[src/rtl/audio_clkgen_pkg.sv]
package audio_clkgen_pkg;
    // widest divisor fields over both layouts
    localparam int FDIV_W = 11;
    localparam int BDIV_W = 13;

    typedef struct packed {
        logic              en;
        logic              tdm;
        logic [FDIV_W-1:0] fdiv;   // bit clocks per frame, never zero
        logic [BDIV_W-1:0] bdiv;   // master clocks per bit clock, never zero
    } clk_cfg_t;
endpackage

[src/rtl/acg_ctrl_decode.sv]
module acg_ctrl_decode
    import audio_clkgen_pkg::*;
#(
    parameter int CTRL_W     = 24,
    parameter bit ALT_LAYOUT = 1'b0
) (
    input  logic [CTRL_W-1:0] ctrl_i,
    output clk_cfg_t          cfg_o
);
    localparam int F_LO = 2;
    localparam int F_HI = ALT_LAYOUT ? 12 : 10;
    localparam int B_LO = F_HI + 1;
    localparam int B_HI = CTRL_W - 1;
    localparam int F_W  = F_HI - F_LO + 1;
    localparam int B_W  = B_HI - B_LO + 1;

    logic [F_W-1:0] f_raw;
    logic [B_W-1:0] b_raw;

    generate
        if (ALT_LAYOUT) begin : g_alt
            assign f_raw = ctrl_i[12:2];
            assign b_raw = ctrl_i[B_HI:13];
        end else begin : g_def
            assign f_raw = ctrl_i[10:2];
            assign b_raw = ctrl_i[B_HI:11];
        end
    endgenerate

    // zero divisor fields act as one
    always_comb begin
        cfg_o.en   = ctrl_i[0];
        cfg_o.tdm  = ctrl_i[1];
        cfg_o.fdiv = (f_raw == '0) ? FDIV_W'(1) : FDIV_W'(f_raw);
        cfg_o.bdiv = (b_raw == '0) ? BDIV_W'(1) : BDIV_W'(b_raw);
    end
endmodule

[src/rtl/acg_timing.sv]
module acg_timing
    import audio_clkgen_pkg::*;
(
    input  logic     clk,
    input  logic     rst_n,
    input  clk_cfg_t cfg_i,
    output logic     bclk_o,
    output logic     fclk_o,
    output logic     bfall_o,
    output logic     fstart_o
);
    typedef struct packed {
        clk_cfg_t          cfg;
        logic [BDIV_W-1:0] mcnt;    // master cycle within bit period
        logic [FDIV_W-1:0] bcnt;    // bit period within frame
        logic              bclk;
        logic              fclk;
        logic              bfall;
        logic              fstart;
    } tstate_t;

    tstate_t           st_d, st_q;
    logic              last_bit, last_frame;
    logic [BDIV_W:0]   hi_len;
    logic [FDIV_W-1:0] half_f;

    always_comb begin
        st_d       = st_q;
        last_bit   = (st_q.mcnt == st_q.cfg.bdiv - BDIV_W'(1));
        last_frame = last_bit && (st_q.bcnt == st_q.cfg.fdiv - FDIV_W'(1));

        // reload at frame end, or freely while disabled
        if (!st_q.cfg.en || last_frame) begin
            st_d.cfg  = cfg_i;
            st_d.mcnt = '0;
            st_d.bcnt = '0;
        end else if (last_bit) begin
            st_d.mcnt = '0;
            st_d.bcnt = st_q.bcnt + FDIV_W'(1);
        end else begin
            st_d.mcnt = st_q.mcnt + BDIV_W'(1);
        end

        hi_len = ({1'b0, st_d.cfg.bdiv} + (BDIV_W+1)'(1)) >> 1;
        half_f = st_d.cfg.fdiv >> 1;

        st_d.bclk   = st_d.cfg.en && ({1'b0, st_d.mcnt} < hi_len);
        st_d.bfall  = st_d.cfg.en && ((st_d.cfg.bdiv == BDIV_W'(1)) ||
                                      ({1'b0, st_d.mcnt} == hi_len));
        st_d.fstart = st_d.cfg.en && (st_d.mcnt == '0) && (st_d.bcnt == '0);
        st_d.fclk   = st_d.cfg.en && (st_d.cfg.tdm ? (st_d.bcnt == '0)
                                                   : (st_d.bcnt >= half_f));
    end

    always_ff @(posedge clk) begin
        if (!rst_n) st_q <= '0;
        else        st_q <= st_d;
    end

    assign bclk_o   = st_q.bclk;
    assign fclk_o   = st_q.fclk;
    assign bfall_o  = st_q.bfall;
    assign fstart_o = st_q.fstart;


    a_r1_idle_quiet: assert property (@(posedge clk) disable iff (!rst_n)
        !st_q.cfg.en |-> (!bclk_o && !fclk_o && !bfall_o && !fstart_o));

    a_r5_count_bound: assert property (@(posedge clk) disable iff (!rst_n)
        st_q.cfg.en |-> (st_q.mcnt < st_q.cfg.bdiv && st_q.bcnt < st_q.cfg.fdiv));

    a_r6_start_high: assert property (@(posedge clk) disable iff (!rst_n)
        fstart_o |-> bclk_o);

    a_r10_fall_strobe: assert property (@(posedge clk) disable iff (!rst_n)
        (st_q.cfg.en && st_q.cfg.bdiv > BDIV_W'(1) && $fell(bclk_o)) |-> bfall_o);

    a_r8_sync_at_start: assert property (@(posedge clk) disable iff (!rst_n)
        (fstart_o && st_q.cfg.tdm) |-> fclk_o);

    a_r7_ws_low_first: assert property (@(posedge clk) disable iff (!rst_n)
        (fstart_o && !st_q.cfg.tdm && st_q.cfg.fdiv > FDIV_W'(1)) |-> !fclk_o);

    a_r11_hold_cfg: assert property (@(posedge clk) disable iff (!rst_n)
        (st_q.cfg.en && !last_frame) |=> $stable(st_q.cfg));
endmodule

[src/rtl/audio_clkgen.sv]
module audio_clkgen
    import audio_clkgen_pkg::*;
#(
    parameter int CTRL_W     = 24,
    parameter bit ALT_LAYOUT = 1'b0
) (
    input  logic              clk,
    input  logic              rst_n,
    input  logic [CTRL_W-1:0] ctrl_i,
    output logic              bclk_o,
    output logic              fclk_o,
    output logic              bfall_o,
    output logic              fstart_o
);
    clk_cfg_t cfg_dec;

    acg_ctrl_decode #(.CTRL_W(CTRL_W), .ALT_LAYOUT(ALT_LAYOUT)) u_dec (
        .ctrl_i (ctrl_i),
        .cfg_o  (cfg_dec)
    );

    acg_timing u_tim (
        .clk      (clk),
        .rst_n    (rst_n),
        .cfg_i    (cfg_dec),
        .bclk_o   (bclk_o),
        .fclk_o   (fclk_o),
        .bfall_o  (bfall_o),
        .fstart_o (fstart_o)
    );
endmodule

[config.mk]
export PLATFORM = sky130hd
export DESIGN_NAME = audio_clkgen
export DESIGN_NICKNAME = d
export VERILOG_FILES = /design/src/rtl/audio_clkgen_pkg.sv /design/src/rtl/acg_ctrl_decode.sv /design/src/rtl/acg_timing.sv /design/src/rtl/audio_clkgen.sv
export SDC_FILE = /design/constraint.sdc
export NUM_CORES = 1
export LEC_CHECK = 0
export ABC_AREA = 1
export BUFFER_PORTS_ARGS = -buffer_cell sky130_fd_sc_hd__buf_4
export CAP_MARGIN = 20
export CORE_ASPECT_RATIO = 0.6
export CORE_UTILIZATION = 25
export CTS_BUF_LIST = sky130_fd_sc_hd__clkbuf_4
export CTS_CLUSTER_SIZE = 28
export DETAILED_ROUTE_END_ITERATION = 10
export REMOVE_ABC_BUFFERS = 1
export SKIP_LAST_GASP = 1
export SLEW_MARGIN = 20
export SYNTH_ARGS = -nofsm -noshare
export SYNTH_HDL_FRONTEND = slang
export SYNTH_SLANG_ARGS = --single-unit
[constraint.sdc]
create_clock -name clk -period 4.21 [get_ports clk]
set_input_delay 0.421 -clock clk [delete_from_list [all_inputs] [get_ports clk]]
set_output_delay 0.421 -clock clk [all_outputs]
set_load 0.005 [all_outputs]
; Word level (Yosys, flattened, before mapping)
; Cells that the tools add are included.
[classes]
div = 0
shift = 0
magnitude_cmp = 2
n_eq_ne = 4
addsub = 5
reduce_logical = 13
n_mul = 0
n_mux = 7
bitwise_logic = 0
[op_table]
columns = op, count
row1 = $eq A13 B13 Y1, 2
row2 = $logic_not A13 Y1, 2
row3 = $mux W13, 2
row4 = $mux W26, 1
row5 = $mux W24, 1
row6 = $add A13 B1 Y14 const B, 1
row7 = $add A13 B1 Y13 const B, 1
row8 = $eq A13 B1 Y1 const B, 1
row9 = $lt A13 B13 Y1, 1
row10 = $sub A13 B1 Y13 const B, 1
row11 = $add A11 B1 Y11 const B, 1
row12 = $eq A11 B11 Y1, 1
row13 = $ge A11 B10 Y1, 1
row14 = $logic_not A11 Y1, 1
row15 = $mux W11, 1
row16 = $sub A11 B1 Y11 const B, 1
row17 = $logic_not A9 Y1, 1
row18 = $mux W9, 1
row19 = $logic_and A1 B1 Y1, 6
row20 = $logic_or A1 B1 Y1, 2
row21 = $logic_not A1 Y1, 1
row22 = $mux W1, 1
[word_totals]
reg_bits = 54
rom_bits = 0
ram_bits = 0
latchBits = 0
n_memories = 0

; Logic depth before layout (Yosys ltp)
; Gate-level depths: netlist of run 1.
[depth]
word_depth = 9
depth_mapped = 31
ltp_nobuf = 30

; By module
; A second synthesis of run 1 with hierarchy kept.
[hier_totals]
cells_unflattened = 731
hier_area_um2 = 4534.3
[by_module_without_submodules]
columns = mod, n_inst, area_per_inst_um2, cells_per_inst
row1 = acg_timing, 1, 4331.7, 683
row2 = acg_ctrl_decode, 1, 202.7, 48

; Worst setup path before layout of run 1
; OpenSTA, ideal clock, no wires.
[synth_path]
path_type = reg-to-reg
startpoint = reg u_tim.st_q[28] (netlist bit)
endpoint = reg u_tim.st_q, in the netlist u_tim.bclk_o
path_slack_ns = 0.602
required_time_ns = 4.130
path_buffers = 1
arrival_ns = 3.528
period_less_slack_ns = 3.608
stages_incl_launch_ff = 29
path_cell_list = dfxtp_1 > inv_2 > ha_1 > nand2_4 > nor2_4 > nand2_1 > nand2_1 > nand2_1 > inv_1 > nand2_1 > nor2_1 > nand3_2 > nand2_2 > nand2_2 > buf_6 > o21ai_2 > inv_1 > ha_1 > nand2_1 > nor2_4 > xor2_1 > ha_1 > nand2_1 > inv_1 > a221oi_1 > nor2_1 > o21ai_0 > a21oi_1 > nor3b_1
[synth_lines]
columns = element, line_no
row1 = "start, declared", acg_timing.sv:22  ; tstate_t st_d, st_q;
row2 = "start signal, assigned", acg_timing.sv:57  ; else st_q <= st_d;

; Worst setup path in the final report of run 1
[layout_path]
startpoint = reg u_tim.st_q[41] (netlist bit)
endpoint = reg u_tim.st_q, in the netlist u_tim.bclk_o
[layout_via]
elab_chain_cells = 8
elab_cells_between_ends = 9
classes_between = add/sub (2) / order compare (1) / eq/ne (1) / mux (2) / reduce/logical (3)
[layout_lines]
columns = element, line_no
row1 = $sub A11 B1 Y11 *, acg_timing.sv:30  ; last_frame = last_bit && (st_q.bcnt == st_q.cfg.fdiv - FDIV_W'(1));
row2 = $eq A11 B11 Y1 *, acg_timing.sv:30
row3 = $logic_and A1 B1 Y1 *, acg_timing.sv:30
row4 = $logic_or A1 B1 Y1 *, acg_timing.sv:33  ; if (!st_q.cfg.en || last_frame) begin
row5 = $mux W26, acg_timing.sv:33
row6 = $add A13 B1 Y14, acg_timing.sv:44  ; hi_len = ({1'b0, st_d.cfg.bdiv} + (BDIV_W+1)'(1)) >> 1;
row7 = $lt A13 B13 Y1, acg_timing.sv:47  ; st_d.bclk = st_d.cfg.en && ({1'b0, st_d.mcnt} < hi_len);
row8 = $logic_and A1 B1 Y1 *, acg_timing.sv:47
; Mark *: on every way between the ends. The rest lies on a longest branch, timed or not.
; A chain may end at the register's enable or synchronous reset.

==> results_dict.tcl, run 1 <==
set metrics [dict create \
    finalHoldViolations 0 \
    dp_hpwl_um 11870 \
    cts_root_buf "clkbuf_4" \
    grt_antenna_before_repair 0 \
    fp-row-count 38 \
    slew_headroom 0.6221 \
    synth.top_cell.area_share 0.2342 \
    worst_slew_pin_slew_ns 0.5669 \
    setup_slack_ns 0.2623 \
    peakVddDrop_mv 0.1132 \
    drt_wl_total_um 14600 \
    synth_most_common_cell "nand2_1" \
    m1WireLength_um 8318 \
    p_comb_frac 0.367 \
    r2r-start "u_tim.st_q[41]$_SDFFE_PN0N_" \
    path_buf_inv 2 \
    synthArstFlopShare 0 \
    vias_per_cell 4.648 \
    grt_max_degree 50 \
    synth_ff_type "dfxtp_1" \
    place_ws_ns 0.04434 \
    synth_cell_types 38 \
    gp_congestion 0.9170 \
    detail-route-antenna-nets 0 \
    fmax_mhz 253.3 \
    clkLatencyLatePin_ns 0.41 \
    status "completed" \
    power_density_mw_per_mm2 245.4 \
    setup_tns_ns 0 \
    netlist_instances 729 \
    finalInstanceArea_mm2 0.005286 \
    cts_buffer_depth 2 \
    synth_area_mm2 0.004616 \
    cp_num_cells 22 \
    r2r_cells 22 \
    routed-wl-met3_um 1200 \
    dpl_cell_area_mm2 0.005122 \
    intPower_uw 771.0 \
    wl_met2_um 4989 \
    die_w_um 177.4 \
    period_share 0.9377 \
    clock-skew-final_ns 0.01946 \
    crit_arrival_ns 4.30 \
    min-delay-start "ctrl_i[7]" \
    synth_top_cell_by_area "dfxtp_1" \
    wl_per_cell_um 14.45 \
    core_mm2 0.01807 \
    drc 0 \
    max_stage_delay_ns 0.40 \
    fin_hold_ws_ns 0.2702 \
    holdPathStages 3 \
    drive_gt1_frac 0.1481 \
    initial_core_util 0.2555 \
    period_minus_slack_ns 3.948 \
    required_ns 4.56 \
    switchingPower_uw 526.5 \
    crit_family "simple AND/OR/NAND/NOR gates" \
    syn_avg_cell_area_um2 6.332 \
    clkTransAtPathRegs_ns 0.18 \
    diodes 0 \
    layout.nets 824 \
    grt_pass1_vias 4113 \
    criticalPathCategory "reg2reg" \
    hold_class "in2reg" \
    portBuffers 29 \
    h-tree-depth 2 \
    dieArea_mm2 0.01903 \
    highest_layer "met4" \
    synth_common_cells "181 x nand2_1, 118 x nor2_1, 100 x inv_1" \
    area_delta_synth_final_pct 14.53 \
    sw_frac_of_total 0.4058 \
    grt.total_usage 0.1569 \
    p_seq_frac 0.434 \
    yosys_warnings 0 \
    vias 4694 \
    cts_inserted_buffers 5 \
    io_pins 30 \
    crit_slowest_cell "dfxtp_1" \
    fp.dieH_um 107.3 \
    finalSetupViolCount 0 \
    final_util 0.2926 \
    drtIter0Drc 383 \
    synth_seq_cells 54 \
    fill_cells 2058 \
    grt-ovfl-total 0 \
    cp-end-kind "register" \
    worstSetupStartpointType "register" \
    clock_power_share 0.199 \
    critical_path.max_fanout 11 \
    synth_area_leaders "dfxtp_1 23%, nand2_1 15%, nor2_1 9.6%" \
    startpoint "u_tim.st_q[41]$_SDFFE_PN0N_" \
    synth-edff-count 0 \
    numClockSinks 54 \
    cts_tree "done" \
    slew_viol_final 0 \
    drt-pass1-iter-count 5 \
    crit_path_cell_trace "inv_2 -> ha_1 -> or2_0 -> nand3_1 -> nand2_1 -> nor2_1 -> nand3_1 -> nor2_1 -> nand3_1 -> nand2_1 -> nand2_2 -> buf_4 -> o21ai_2 -> xor2_1 -> ha_1 -> a21oi_1 -> o21ai_0 -> a221oi_2 -> nor2_1 -> o21ai_0 -> a21oi_1 -> nor3b_1" \
    ys_seq_area_frac 0.2342 \
    grt_pass1_wl_um 22830 \
    power_leakage_nw 2.584 \
    cap_viol_max_count 0 \
    postCtsHoldBufs 0 \
]
## metal layers
layer / up-vias / GRT usage
met2: 166 / 0.1858
li1: 2398 / -
met1: 2122 / 0.2689
met4: 0 / 0.02015
met3: 8 / 0.03566
met5: - / 0
## cell type report
cell class / instances / area [um2] / share of cell area
Multi-Input combinational cell: 557 / 3090 / 0.5846
Sequential cell: 54 / 1084 / 0.2050
Inverter: 105 / 396.6 / 0.07503
Timing Repair Buffer: 46 / 356.6 / 0.06746
Tap cell: 240 / 300.3 / 0.05680
Clock buffer: 5 / 37.54 / 0.007101
Clock inverter: 3 / 21.27 / 0.004024
## worst register-to-register path, stage by stage, from the launching register on
cell and delay (ns):
dfxtp_1 0.40, inv_2 0.07, ha_1 0.28, or2_0 0.24, nand3_1 0.09, nand2_1 0.06
nor2_1 0.12, nand3_1 0.08, nor2_1 0.10, nand3_1 0.08, nand2_1 0.14, nand2_2 0.13
buf_4 0.21, o21ai_2 0.33, xor2_1 0.21, ha_1 0.27, a21oi_1 0.16, o21ai_0 0.13
a221oi_2 0.30, nor2_1 0.06, o21ai_0 0.15, a21oi_1 0.09, nor3b_1 0.19
## state kept, by name (all words and copies together) (netlist names)
name,count
u_tim.fclk_o,1
u_tim.fstart_o,1
u_tim.bfall_o,1
u_tim.st_q,50
u_tim.bclk_o,1
## logic make-up after synthesis
family,count (synthesis),share of synthesized area
AOI/OAI and AO/OA,61,0.08647
xor gates and xnor gates,43,0.08457
adders and majority gates,29,0.07861
buffers and inverters,119,0.1057
DFF,54,0.2342
muxes,3,0.006506
and+or+nand+nor,420,0.4039
## power groups by stage
stage | registers (mW) | logic [mW] | clock network (mW)
finish | 0.563 | 0.476 | 0.259
global route | 0.567 | 0.533 | 0.285
CTS | 0.561 | 0.458 | 0.261
detailed placement | 0.572 | 0.455 | 0
global placement | 0.573 | 0.454 | 0
floorplan | 0.563 | 0.321 | 0
## layout by cell type (no fill, tap or decap), types with 3 or more instances in the layout
cell / count
nand2_1: 179
nor2_1: 116
inv_1: 100
nand3_1: 52
dfxtp_1: 52
buf_4: 43
xor2_1: 31
ha_1: 28
o21ai_0: 21
nor3_1: 16
a21oi_1: 12
xnor2_1: 11
nand2_2: 9
nand4_1: 9
o21ai_2: 9
nor2_4: 7
nand3_2: 6
nor4_1: 6
o211ai_2: 6
nor2_2: 5
o21ai_1: 5
or2_2: 5
clkbuf_4: 5
nand3b_1: 4
inv_2: 4
nand2_4: 3
mux2i_1: 3
buf_6: 3
## final timing paths
path	end	slack [ns]
hold reg to reg	u_tim.st_q[51]$_SDFF_PN0_	0.50
setup / recovery	u_tim.bclk_o$_SDFF_PN0_	0.26
hold / removal	u_tim.st_q[46]$_SDFF_PN0_	0.27
setup reg to reg	u_tim.bclk_o$_SDFF_PN0_	0.26
## timing repair
action / CTS / global route
setup buffers: 0 / 6
resized for setup: 1 / 16
setup endpoints to repair: 1 / 3
gates cloned: 0 / 1
pin swaps: 0 / 3
## stage by stage
step                      total power [mW]  instances
after detailed placement             1.027        995
after global placement               1.027        995
after floorplan                     0.8834        715
final                                1.298       1010
after global routing                 1.384       1010
after CTS                            1.281       1003
(Power assumes the default switching activity.)
==> run 2: changes to the inputs <==
ABC_AREA = not set   (was 1)
==> run 2 against run 1 <==
Effect of this change: sequential power is 3% lower; largest cell class unchanged; via count is 8.8% lower; setup slack got worse by 0.76 ns; the flow now finishes with violations (negative setup slack); non-clock buffer count is 90 higher; critical path type unchanged; global-route usage shrank 0.10 points; highest routed layer unchanged.
==> results_dict.tcl, run 2 <==
set metrics [dict create \
    status "finished with violations" \
    violations "negative setup slack" \
    yosys_warnings 0 \
    criticalPathCategory "reg2reg" \
    synth_cell_types 54 \
    rsz0062_at_grt "yes" \
    die_w_um 170.6 \
    grt_max_degree 35 \
    synth_common_cells "54 x dfxtp_1, 50 x nand2_1, 50 x nor2_1" \
    crit_arrival_ns 5.07 \
    dpl_cell_area_mm2 0.005269 \
    hold_class "in2reg" \
    wl_per_cell_um 15.05 \
    finalSetupViolCount 3 \
    regMostFlops "u_tim.st_q" \
    clkTransAtPathRegs_ns 0.21 \
    finalHoldViolations 0 \
    cap_viol_max_count 0 \
    critical_path.max_fanout 4 \
    largest_reg_flops 50 \
    power_leakage_nw 2.397 \
    max_stage_delay_ns 0.47 \
    cts_root_buf "clkbuf_4" \
    gp_congestion 0.8618 \
    synth.top_cell.area_share 0.2537 \
    period_share 1.119 \
    numClockSinks 54 \
    vias_per_cell 4.784 \
    worstSetupStartpointType "register" \
    slew_headroom 0.6371 \
    finalInstanceArea_mm2 0.005776 \
    grt_antenna_before_repair 1 \
    layout_commonest_cell "buf_4" \
    dieArea_mm2 0.01759 \
    cts_inserted_buffers 5 \
    crit_slowest_cell "or4b_4" \
    cts_tree "done" \
    fin_hold_ws_ns 0.2596 \
    r2r_cells 23 \
    fmax_mhz 212.3 \
    h-tree-depth 2 \
    cpMostUsedCell "a211oi_2" \
    vias 4282 \
    power_density_mw_per_mm2 214.5 \
    worst_slew_pin_slew_ns 0.5397 \
    dp_hpwl_um 10370 \
    postCtsHoldBufs 0 \
    fp.dieH_um 103.1 \
    path_buf_inv 2 \
    drtIter0Drc 404 \
    grt_pass1_vias 3777 \
    min-delay-start "ctrl_i[5]" \
    cp_num_cells 23 \
    synth_most_common_cell "dfxtp_1" \
    detail-route-antenna-nets 0 \
    dp.cells 857 \
    holdPathStages 3 \
    startpoint "u_tim.st_q[42]$_SDFF_PN0_" \
    portBuffers 29 \
    r2r-start "u_tim.st_q[42]$_SDFF_PN0_" \
    drt_wl_total_um 13470 \
    syn_avg_cell_area_um2 7.762 \
    initial_core_util 0.2592 \
    crit_family "simple AND/OR/NAND/NOR gates" \
    required_ns 4.57 \
    clock-skew-final_ns 0.02578 \
    synth_top_cell_by_area "dfxtp_1" \
    period_minus_slack_ns 4.710 \
    drt-pass1-iter-count 5 \
    peakVddDrop_mv 0.1246 \
    netlist_instances 549 \
    cts_buffer_depth 2 \
    drc 0 \
    area_delta_synth_final_pct 35.53 \
    clkLatencyLatePin_ns 0.43 \
    grt_pass1_wl_um 20840 \
    final_cells 895 \
    synth_area_mm2 0.004262 \
    slew_viol_final 0 \
    setup_tns_ns -1.438 \
    synth-edff-count 0 \
    layout_common_cells "127 x buf_4, 52 x dfxtp_1, 50 x nand2_1, 50 x nor2_1, 39 x xnor2_1" \
    synth_seq_cells 54 \
    layout.nets 716 \
    cp-end-kind "register" \
    setup_slack_ns -0.5004 \
    grt.total_usage 0.1559 \
    io_pins 30 \
    finalPower_mw 1.239 \
    crit_path_cell_trace "inv_2 -> ha_4 -> or4b_4 -> or4_4 -> a211oi_2 -> a21oi_2 -> or3_4 -> o21ai_4 -> mux2i_2 -> inv_1 -> ha_2 -> xor2_1 -> ha_1 -> nor2b_1 -> o21a_1 -> o21ai_2 -> nand2b_1 -> a21oi_1 -> o21ai_1 -> a21o_1 -> a211oi_2 -> nor2_1 -> nor3_2" \
    synth_area_leaders "dfxtp_1 25%, ha_1 8.5%, xnor2_1 8.2%" \
    grt-ovfl-total 0 \
    core_mm2 0.01644 \
    synth_ff_type "dfxtp_1" \
    ys_seq_area_frac 0.2537 \
    drive_gt1_frac 0.2855 \
    synthArstFlopShare 0 \
    fp-row-count 36 \
]
[run 2: cell type report]
cell class,count,area (um2)
diodes,5,12.51
clock buffers,5,37.54
clock inverters,3,26.28
fillers,1699,10670
inverters,19,71.32
multi-input cells,445,3193
flip-flops and latches,54,1084
well taps,228,285.3
repair buffers,136,1066
[run 2: metrics by stage]
stage | utilization | setup slack (ns)
global placement | 0.3205 | -0.5129
finish | 0.3513 | -0.5004
CTS | 0.3357 | -0.4227
floorplan | - | -2.281
global route | 0.3513 | -0.6900
detailed placement | 0.3205 | -0.6057
[run 2: logic make-up (layout without fill, tap and decap cells)]
family                     Yosys count  after routing  synth area share
adders and majority gates           30             30           0.08749
buffers and inverters               50            163           0.04551
AOI/OAI and AO/OA                   84             84            0.1283
muxes                               18             18           0.04228
DFF                                 54             54            0.2537
other                                0              5                 0
and+or+nand+nor                    248            248            0.3092
xor gates and xnor gates            65             65            0.1336
[run 2: per-layer routing]
layer,wire [um],vias up,track usage
li1,-,2156,-
met3,1076,6,0.02418
met2,4807,156,0.1991
met1,7522,1964,0.2610
met4,61,0,0.02287
met5,0,-,0
[run 2: path summary, 6_finish.rpt]
path              slack [ns]                         to
setup / recovery       -0.50    u_tim.bclk_o$_SDFF_PN0_
hold / removal          0.26  u_tim.st_q[44]$_SDFF_PN0_
setup reg to reg       -0.50    u_tim.bclk_o$_SDFF_PN0_
hold reg to reg         0.55  u_tim.st_q[51]$_SDFF_PN0_
[run 2: worst min-delay path, delay by kind of cell]
kind	cells	cell delay [ns]
buffers and inverters	1	0.09
muxes	1	0.07
and+or+nand+nor	1	0.10
[run 2: where the power goes]
group | internal [mW] | switching, mW
Clock | 0.0711 | 0.211
Combinational | 0.205 | 0.204
Sequential | 0.531 | 0.0168
[run 2: what timing repair did]
action,in CTS,in global routing
pin swaps,23,30
setup endpoints to repair,3,4
setup buffers,12,14
gates resized for setup,28,29
==> run 3: changes to the inputs <==
CORE_UTILIZATION = 40   (was 25)
clock period = 5.3 ns   (was 4.21 ns; I/O delays follow)
==> run 3 against run 2 <==
Effect of this change: the flow now finishes without violations; first-iteration DRC count down 16%; clock-buffer cell count unchanged; worst hold slack better by 0.13 ns; critical path type unchanged; critical endpoint is now u_tim.fclk_o$_SDFF_PN0_; highest routed layer unchanged.
==> results_dict.tcl, run 3 (synthesized netlist as in run 2, its figures left out) <==
set metrics [dict create \
    h-tree-depth 2 \
    fmax_mhz 197.8 \
    power_density_mw_per_mm2 181.4 \
    power_leakage_nw 1.895 \
    fill_cells 1004 \
    core_mm2 0.01009 \
    die_w_um 135.3 \
    grt_antenna_before_repair 0 \
    crit_arrival_ns 5.35 \
    use_met2 0.2933 \
    cts_inserted_buffers 5 \
    rsz0062_at_grt "no" \
    diodes 0 \
    grt_max_degree 35 \
    clkTransAtPathRegs_ns 0.18 \
    fp-row-count 28 \
    period_share 0.9539 \
    drive_gt1_frac 0.1307 \
    grt_pass1_vias 3611 \
    final_util 0.4727 \
    setup_tns_ns 0 \
    dpl_cell_area_mm2 0.004649 \
    largest_reg_flops 50 \
    layout_commonest_cell "dfxtp_1" \
    slew_headroom 0.5609 \
    critical_path.max_fanout 25 \
    grtUsageMet1 0.3699 \
    drc 0 \
    setup_slack_ns 0.2441 \
    finalInstanceArea_mm2 0.004770 \
    worstSetupStartpointType "register" \
    peakVddDrop_mv 0.08422 \
    initial_core_util 0.4224 \
    drtIter0Drc 339 \
    grt_pass1_wl_um 19400 \
    finalSetupViolCount 0 \
    drt-pass1-iter-count 5 \
    io_pins 30 \
    hold_class "in2reg" \
    layout_common_cells "51 x dfxtp_1, 50 x nand2_1, 50 x nor2_1, 46 x buf_4, 40 x xnor2_1" \
    slew_viol_final 0 \
    status "completed" \
    postCtsHoldBufs 0 \
    period_minus_slack_ns 5.056 \
    clkLatencyLatePin_ns 0.41 \
    fp.dieH_um 81.95 \
    numClockSinks 54 \
    regMostFlops "u_tim.st_q" \
    cp-end-kind "register" \
    fin_hold_ws_ns 0.3936 \
    use_met3 0.05741 \
    cts_root_buf "clkbuf_4" \
    detail-route-antenna-nets 0 \
    criticalPathCategory "reg2reg" \
    worst_slew_pin_slew_ns 0.6526 \
    portBuffers 29 \
    global_route.peak_usage_layer "met1" \
    cap_viol_max_count 0 \
    required_ns 5.60 \
    area_delta_synth_final_pct 11.92 \
    grt-ovfl-total 0 \
    dp_hpwl_um 9690 \
    cts_buffer_depth 2 \
    dieArea_mm2 0.01108 \
    gp_congestion 0.9099 \
    finalHoldViolations 0 \
    clock-skew-final_ns 0.02055 \
    wl_per_cell_um 17.48 \
    cts_tree "done" \
    drt_wl_total_um 12400 \
    grt.total_usage 0.2315 \
    layout.nets 628 \
    place_ws_ns 0.02144 \
    vias_per_cell 5.709 \
    vias 4048 \
]
run 3: metal layers:
metal	vias to the layer above	share of wire
met5	-	0
met3	8	0.083
met1	1912	0.55
met2	155	0.36
li1	1973	-
met4	0	0.0078
run 3: what timing repair did:
item                       CTS  global route
setup endpoints to repair    1             2
pin swaps                    0             2
buffers inserted             0             5
gates resized for setup      1            12
hold endpoints to repair     0             0
run 3: power breakdown:
part	internal [mW]	switching (mW)	total [mW]	leakage (nW)
Clock	0.0497	0.148	0.198	0.0286
Combinational	0.100	0.122	0.222	1.42
Sequential	0.421	0.0237	0.445	0.442
Total	0.571	0.294	0.865	1.89
run 3: through the flow:
stage	total power [mW]	instances
floorplan	0.5852	518
global placement	0.6581	697
detailed placement	0.6637	697
CTS	0.8609	705
global route	0.9115	709
finish	0.8650	709
run 3: path summary, 6_finish.rpt:
kind,start,to,slack [ns],cells past startpoint
min reg2reg,u_tim.st_q[51]$_SDFF_PN0_,u_tim.st_q[51]$_SDFF_PN0_,0.53,1
min,ctrl_i[22],u_tim.st_q[39]$_SDFF_PN0_,0.39,3
max,u_tim.st_q[41]$_SDFFE_PN0N_,u_tim.fclk_o$_SDFF_PN0_,0.24,21
max reg2reg,u_tim.st_q[41]$_SDFFE_PN0N_,u_tim.fclk_o$_SDFF_PN0_,0.24,21
run 3: layout make-up:
| cell class | count | area (um2) | area share |
|---|---|---|---|
| clock buffer | 5 | 37.54 | 0.007870 |
| clock inverter | 3 | 16.27 | 0.003410 |
| inverter | 19 | 71.32 | 0.01495 |
| multi-input combinational | 445 | 3029 | 0.6351 |
| sequential | 54 | 1085 | 0.2274 |
| tap | 135 | 168.9 | 0.03541 |
| timing repair buffer | 48 | 361.6 | 0.07581 |
run 3: critical path, cell delays in order (launching register included):
cell and delay [ns]:
dfxtp_2 0.38, inv_1 0.06, ha_2 0.20, or4b_4 0.49, or4_1 0.40, a211oi_1 0.22, a21oi_1 0.08, or3_4 0.42
o21ai_4 0.30, buf_4 0.39, o21ai_0 0.20, ha_1 0.32, nand2b_1 0.14, a21o_1 0.18, a21oi_1 0.21, nor2b_1 0.08
o211ai_1 0.20, a21oi_1 0.12, o21a_1 0.18, o21ai_0 0.14, a21o_1 0.14, mux2i_1 0.08
